===== config.mk =====
export PLATFORM = sky130hd
export DESIGN_NAME = ecc_rmw_merge
export DESIGN_NICKNAME = d
export VERILOG_FILES = /design/src/rtl/ecc_rmw_pkg.sv /design/src/rtl/secded_enc.sv /design/src/rtl/secded_dec.sv /design/src/rtl/byte_merge.sv /design/src/rtl/ecc_rmw_merge.sv
export SDC_FILE = /design/constraint.sdc
export NUM_CORES = 1
export LEC_CHECK = 0
export ABC_AREA = 0
export CORE_MARGIN = 3
export CORE_UTILIZATION = 55
export DETAILED_ROUTE_END_ITERATION = 10
export GPL_ROUTABILITY_DRIVEN = 1
export HOLD_SLACK_MARGIN = 0.12
export PLACE_DENSITY = 0.87
export SLEW_MARGIN = 20
export SYNTH_ARGS = -nofsm -noshare
export SYNTH_HDL_FRONTEND = slang
export SYNTH_SLANG_ARGS = --single-unit

===== constraint.sdc =====
create_clock -name clk_i -period 3.5 [get_ports clk_i]
set_clock_uncertainty 0.2 [all_clocks]
set_input_delay 0.7 -clock clk_i [delete_from_list [all_inputs] [get_ports clk_i]]
set_output_delay 0.7 -clock clk_i [all_outputs]
set_load 0.03 [all_outputs]

===== src/rtl/ecc_rmw_pkg.sv =====
package ecc_rmw_pkg;
  localparam int DATA_W  = 32;
  localparam int BYTES   = DATA_W / 8;
  localparam int HAM_W   = 6;
  localparam int ECC_W   = HAM_W + 1;
  localparam int MAX_POS = DATA_W + HAM_W;

  typedef enum logic [2:0] {
    ST_IDLE, ST_RD, ST_WAIT, ST_WR, ST_ACK
  } rmw_state_e;

  // codeword position of data bit i (skips power-of-two slots)
  function automatic int unsigned data_pos(input int unsigned i);
    int unsigned n;
    int unsigned res;
    n   = 0;
    res = 0;
    for (int unsigned q = 1; q <= MAX_POS; q++) begin
      if ((q & (q - 1)) != 0) begin
        if (n == i) res = q;
        n++;
      end
    end
    return res;
  endfunction

  function automatic logic [ECC_W-1:0] secded_bits(input logic [DATA_W-1:0] d);
    logic [ECC_W-1:0] c;
    int unsigned p;
    c = '0;
    for (int unsigned i = 0; i < DATA_W; i++) begin
      p = data_pos(i);
      for (int b = 0; b < HAM_W; b++)
        if (p[b]) c[b] = c[b] ^ d[i];
    end
    c[HAM_W] = (^d) ^ (^c[HAM_W-1:0]);
    return c;
  endfunction
endpackage


===== src/rtl/secded_enc.sv =====
module secded_enc import ecc_rmw_pkg::*; (
  input  logic [DATA_W-1:0] data_i,
  output logic [ECC_W-1:0]  ecc_o
);
  assign ecc_o = secded_bits(data_i);
endmodule


===== src/rtl/secded_dec.sv =====
module secded_dec import ecc_rmw_pkg::*; (
  input  logic [DATA_W-1:0] data_i,
  input  logic [ECC_W-1:0]  ecc_i,
  output logic [DATA_W-1:0] data_o,
  output logic              dbl_o
);
  logic [ECC_W-1:0] recalc;
  logic [HAM_W-1:0] syn;
  logic             par;

  assign recalc = secded_bits(data_i);
  assign syn    = recalc[HAM_W-1:0] ^ ecc_i[HAM_W-1:0];
  assign par    = ^{data_i, ecc_i};

  always_comb begin
    data_o = data_i;
    for (int unsigned i = 0; i < DATA_W; i++)
      if (par && (syn == HAM_W'(data_pos(i)))) data_o[i] = ~data_i[i];
  end

  // even parity with nonzero syndrome, or a syndrome past the last slot
  assign dbl_o = (!par && (syn != '0)) || (par && (syn > HAM_W'(MAX_POS)));
endmodule


===== src/rtl/byte_merge.sv =====
module byte_merge #(
  parameter int NB = 4
) (
  input  logic [8*NB-1:0] new_i,
  input  logic [8*NB-1:0] old_i,
  input  logic [NB-1:0]   be_i,
  output logic [8*NB-1:0] out_o
);
  for (genvar k = 0; k < NB; k++) begin : g_byte
    assign out_o[8*k +: 8] = be_i[k] ? new_i[8*k +: 8] : old_i[8*k +: 8];
  end
endmodule


===== src/rtl/ecc_rmw_merge.sv =====
module ecc_rmw_merge import ecc_rmw_pkg::*; #(
  parameter int COL_W = 10
) (
  input  logic              clk_i,
  input  logic              rst_ni,
  input  logic              req_valid_i,
  input  logic [COL_W-1:0]  req_col_i,
  input  logic [DATA_W-1:0] req_data_i,
  input  logic [BYTES-1:0]  req_be_i,
  output logic              req_ready_o,
  output logic              mem_cmd_valid_o,
  output logic              mem_cmd_we_o,
  output logic [COL_W-1:0]  mem_col_o,
  output logic [DATA_W-1:0] mem_wdata_o,
  output logic [ECC_W-1:0]  mem_wecc_o,
  input  logic [DATA_W-1:0] mem_rdata_i,
  input  logic [ECC_W-1:0]  mem_recc_i,
  input  logic              mem_rvalid_i,
  output logic              err_dbl_o
);
  rmw_state_e        state_q;
  logic [COL_W-1:0]  col_q;
  logic [DATA_W-1:0] wdat_q, merged_q;
  logic [BYTES-1:0]  be_q;
  logic              dbl_q;

  logic [DATA_W-1:0] dec_data, merge_out;
  logic              dec_dbl;

  secded_dec u_dec (
    .data_i (mem_rdata_i),
    .ecc_i  (mem_recc_i),
    .data_o (dec_data),
    .dbl_o  (dec_dbl)
  );

  byte_merge #(.NB(BYTES)) u_merge (
    .new_i (wdat_q),
    .old_i (dec_data),
    .be_i  (be_q),
    .out_o (merge_out)
  );

  secded_enc u_enc (
    .data_i (merged_q),
    .ecc_o  (mem_wecc_o)
  );

  always_ff @(posedge clk_i or negedge rst_ni) begin
    if (!rst_ni) begin
      state_q  <= ST_IDLE;
      col_q    <= '0;
      wdat_q   <= '0;
      merged_q <= '0;
      be_q     <= '0;
      dbl_q    <= 1'b0;
    end else begin
      unique case (state_q)
        ST_IDLE: if (req_valid_i) begin
          col_q    <= req_col_i;
          wdat_q   <= req_data_i;
          merged_q <= req_data_i;
          be_q     <= req_be_i;
          dbl_q    <= 1'b0;
          state_q  <= (&req_be_i) ? ST_WR : ST_RD;
        end
        ST_RD:   state_q <= ST_WAIT;
        ST_WAIT: if (mem_rvalid_i) begin
          merged_q <= merge_out;
          dbl_q    <= dec_dbl;
          state_q  <= ST_WR;
        end
        ST_WR:   state_q <= ST_ACK;
        ST_ACK: begin
          dbl_q   <= 1'b0;
          state_q <= ST_IDLE;
        end
        default: state_q <= ST_IDLE;
      endcase
    end
  end

  assign mem_cmd_valid_o = (state_q == ST_RD) || (state_q == ST_WR);
  assign mem_cmd_we_o    = (state_q == ST_WR);
  assign mem_col_o       = col_q;
  assign mem_wdata_o     = merged_q;
  assign req_ready_o     = (state_q == ST_ACK);
  assign err_dbl_o       = (state_q == ST_WR) && dbl_q;


  ready_after_wr_chk: assert property (@(posedge clk_i) disable iff (!rst_ni)
    (mem_cmd_valid_o && mem_cmd_we_o) |=> req_ready_o);


  ready_pulse_chk: assert property (@(posedge clk_i) disable iff (!rst_ni)
    req_ready_o |=> !req_ready_o);


  rd_quiet_chk: assert property (@(posedge clk_i) disable iff (!rst_ni)
    (mem_cmd_valid_o && !mem_cmd_we_o) |=> !mem_cmd_valid_o);


  dbl_on_wr_chk: assert property (@(posedge clk_i) disable iff (!rst_ni)
    err_dbl_o |-> (mem_cmd_valid_o && mem_cmd_we_o));


  corr_one_bit_chk: assert property (@(posedge clk_i) disable iff (!rst_ni)
    (state_q == ST_WAIT && mem_rvalid_i) |-> ($countones(dec_data ^ mem_rdata_i) <= 1));


  full_no_rd_chk: assert property (@(posedge clk_i) disable iff (!rst_ni)
    (state_q == ST_IDLE && req_valid_i && (&req_be_i)) |=> (mem_cmd_valid_o && mem_cmd_we_o));
endmodule


==> reports/metrics.cfg <==
[outcome]
status = complete, no violations

[finish]
utilization_pct = 82.8
fill_cells = 617
drive_gt1_share_pct = 25.9
nets = 918
final_cell_area_mm2 = 0.00859
areaGrowthSynthToFinish_pct = 45.7
antenna-diode-count = 0

[synthesis]
ys_top_cells_by_count = 98 x xnor2_1, 82 x dfrtp_1, 68 x nand3_1
ys.flop_type = dfrtp_1
synth_top_area_share_pct = 34.8
synth_area_mm2 = 0.00589
synth_cells = 611
syn_area_per_cell_um2 = 9.65
synthXorXnorAreaFrac_pct = 23.2
yosys_warnings = 0
synthesis.nets = 700
yosysSeqAreaShare_pct = 34.8
async_reset_ff_share_pct = 100
synth_most_common_cell = xnor2_1
synth_area_leaders = dfrtp_1 35%, xnor2_1 15%, mux2_2 9.4%
synth.area.mux_share_pct = 10.3
synth_compound_area_share_pct = 11.2
synth_top_family_by_area = XOR/XNOR gates
synth_fa_ha_area_share_pct = 0
synth-seq-cells = 82
synth_top_area_cell = dfrtp_1
synth-simple-area-share_pct = 17.9
yosysUniqueCellTypes = 44
synth_edf_count = 0

[sta]
tightestPinTransition_ns = 0.757
setup_violations = 0
fmax_mhz = 291
final_max_slew_viol_count = 0
final.min_clock_period_ns = 3.44
fin_tns_setup_ns = 0
hold_violations = 0
slew_headroom_pct = 49.5
fin_ws_ns = 0.0620
min_period_over_period_pct = 98.2
rsz0062_at_grt = true

[die]
placeableCoreArea_mm2 = 0.0104
ios = 142
die_w_um = 110
placementRows = 37
dieArea_mm2 = 0.0120
start_util_pct = 56.8
die_y_um = 110

[clock_network]
cts-root-buf = clkbuf_8
clockBufferDepth = 2
htreeDepth = 3
clk-insertion-delay-late_ns = 0.36
cts_buffers = 9
path_clk_slew_ns = 0.09
cts_tree = yes
ctsHoldBuffers = 0
cts.sinks = 82

[routing]
drtIter0Drc = 718
wl_mm = 20.5
final_antenna_net_count = 0
num_vias = 5979
route.detailed.drc = 0
wl_per_cell_um = 21.2
dr.pass1.iters = 6
via_per_inst = 6.16

[hold_path]
hold_path.class = in -> async

[critical_path]
cp.required_ns = 2.60
worst-path-max-fanout = 4
arrival_ns = 2.54
path_cells = xor2_1 -> xnor2_2 -> xnor2_1 -> xnor2_1 -> xnor2_2 -> xnor2_1 -> xnor2_1 -> clkdlybuf4s15_2
cp_slowest_stage_delay_ns = 0.42
path_class = reg -> out
crit_path_end_kind = output pin
crit_path_top_delay_cell = dfrtp_1
worst_path_most_repeated_cell = xnor2_1
start_kind = register

[global_routing]
track_usage_pct = 34.7
grt_pass1_wl_mm = 31.7
grt_overflow = 0
grt_pass1_vias = 5906
grt_start_max_net_pins = 83
antenna_found_initial = 0

[job]
drv_cap = 0

[place]
post-place-ws_ns = -0.670
post_dp_cell_area_mm2 = 0.00808
hpwl_mm = 15.9
gp_congestion = 0.964
portBuffers = 141

layout make-up:
class | instances | area [um2] | share of cell area [%]
clock buffers | 11 | 151 | 1.76
clock inverters | 5 | 60.1 | 0.700
inverters | 1 | 3.75 | 0.0437
multi-input cells | 492 | 3950 | 46.0
flip-flops and latches | 82 | 2050 | 23.9
well taps | 136 | 170 | 1.98
repair buffers | 243 | 2200 | 25.6
registers in the layout (all words and copies together), names as in the netlist:
register,flops
mem_wdata_o,32
state_q,3
be_q,4
mem_col_o,10
wdat_q,32
dbl_q,1
critical path, delay by kind of cell (launching register included):
kind | cells | cell delay (ns)
xor+xnor | 7 | 1.41
flops | 1 | 0.42
buf+inv | 1 | 0.34
routing by layer:
| layer | GRT usage, % | wire [um] | vias up |
|---|---|---|---|
| met3 | 5.23 | 1790 | 66 |
| met5 | 0 | 0 | - |
| met2 | 58.5 | 10100 | 356 |
| met1 | 45.6 | 7900 | 2893 |
| met4 | 12.4 | 787 | 0 |
| li1 | - | - | 2664 |
per-stage QoR:
| stage | hold WS [ns] | std cells |
|---|---|---|
| global placement | 0.288 | 948 |
| CTS | 0.320 | 968 |
| floorplan | 0.204 | 611 |
| global route | 0.214 | 970 |
| finish | 0.172 | 970 |
| detailed placement | 0.299 | 948 |
layout by cell type, fill, tap and decap left out, drive strengths merged, types with 2 or more instances in the layout:
cell type / instances
dlygate4sd2: 3
o211ai: 7
or4: 7
nor3: 6
and2: 4
mux2: 51
mux2i: 4
a21oi: 64
clkbuf: 11
clkdlybuf4s50: 130
xnor3: 12
nand4: 9
clkinv: 2
dfrtp: 82
or4b: 10
nand3: 68
o311ai: 25
xnor2: 100
or3: 5
nand2: 44
nand2b: 3
inv: 2
and3: 2
buf: 103
nor2: 29
xor2: 19
dlymetal6s2s: 6
nand4b: 10
cells by family after synthesis:
family                 Yosys count
AO/OA/AOI/OAI                  104
XOR/XNOR                       132
buffers and inverters           38
flip-flops                      82
multiplexers                    54
AND/OR/NAND/NOR                201
worst paths after layout:
| kind | startpoint | endpoint | slack [ns] | depth (start not counted) |
|---|---|---|---|---|
| max in group asynchronous | rst_ni | mem_wdata_o[14] | 2.41 | 1 |
| min | rst_ni | mem_col_o[4] | 0.17 | 1 |
| max | mem_wdata_o[10] | mem_wecc_o[6] | 0.06 | 8 |
| min in group clk_i | wdat_q[23] | wdat_q[23] | 0.32 | 1 |
| min reg2reg | wdat_q[23] | wdat_q[23] | 0.32 | 1 |
| max reg2reg | state_q[1] | mem_wdata_o[21] | 0.84 | 8 |
repair_timing:
item                       4_1_cts  5_1_grt
buffers inserted                 3        2
gates resized for setup         22       34
pin swaps                        4        9
setup endpoints to repair       33       36
gates cloned                     1        0
Power is not shown: default switching activity piles up to over one toggle a cycle in this logic, so the estimate is an artifact.
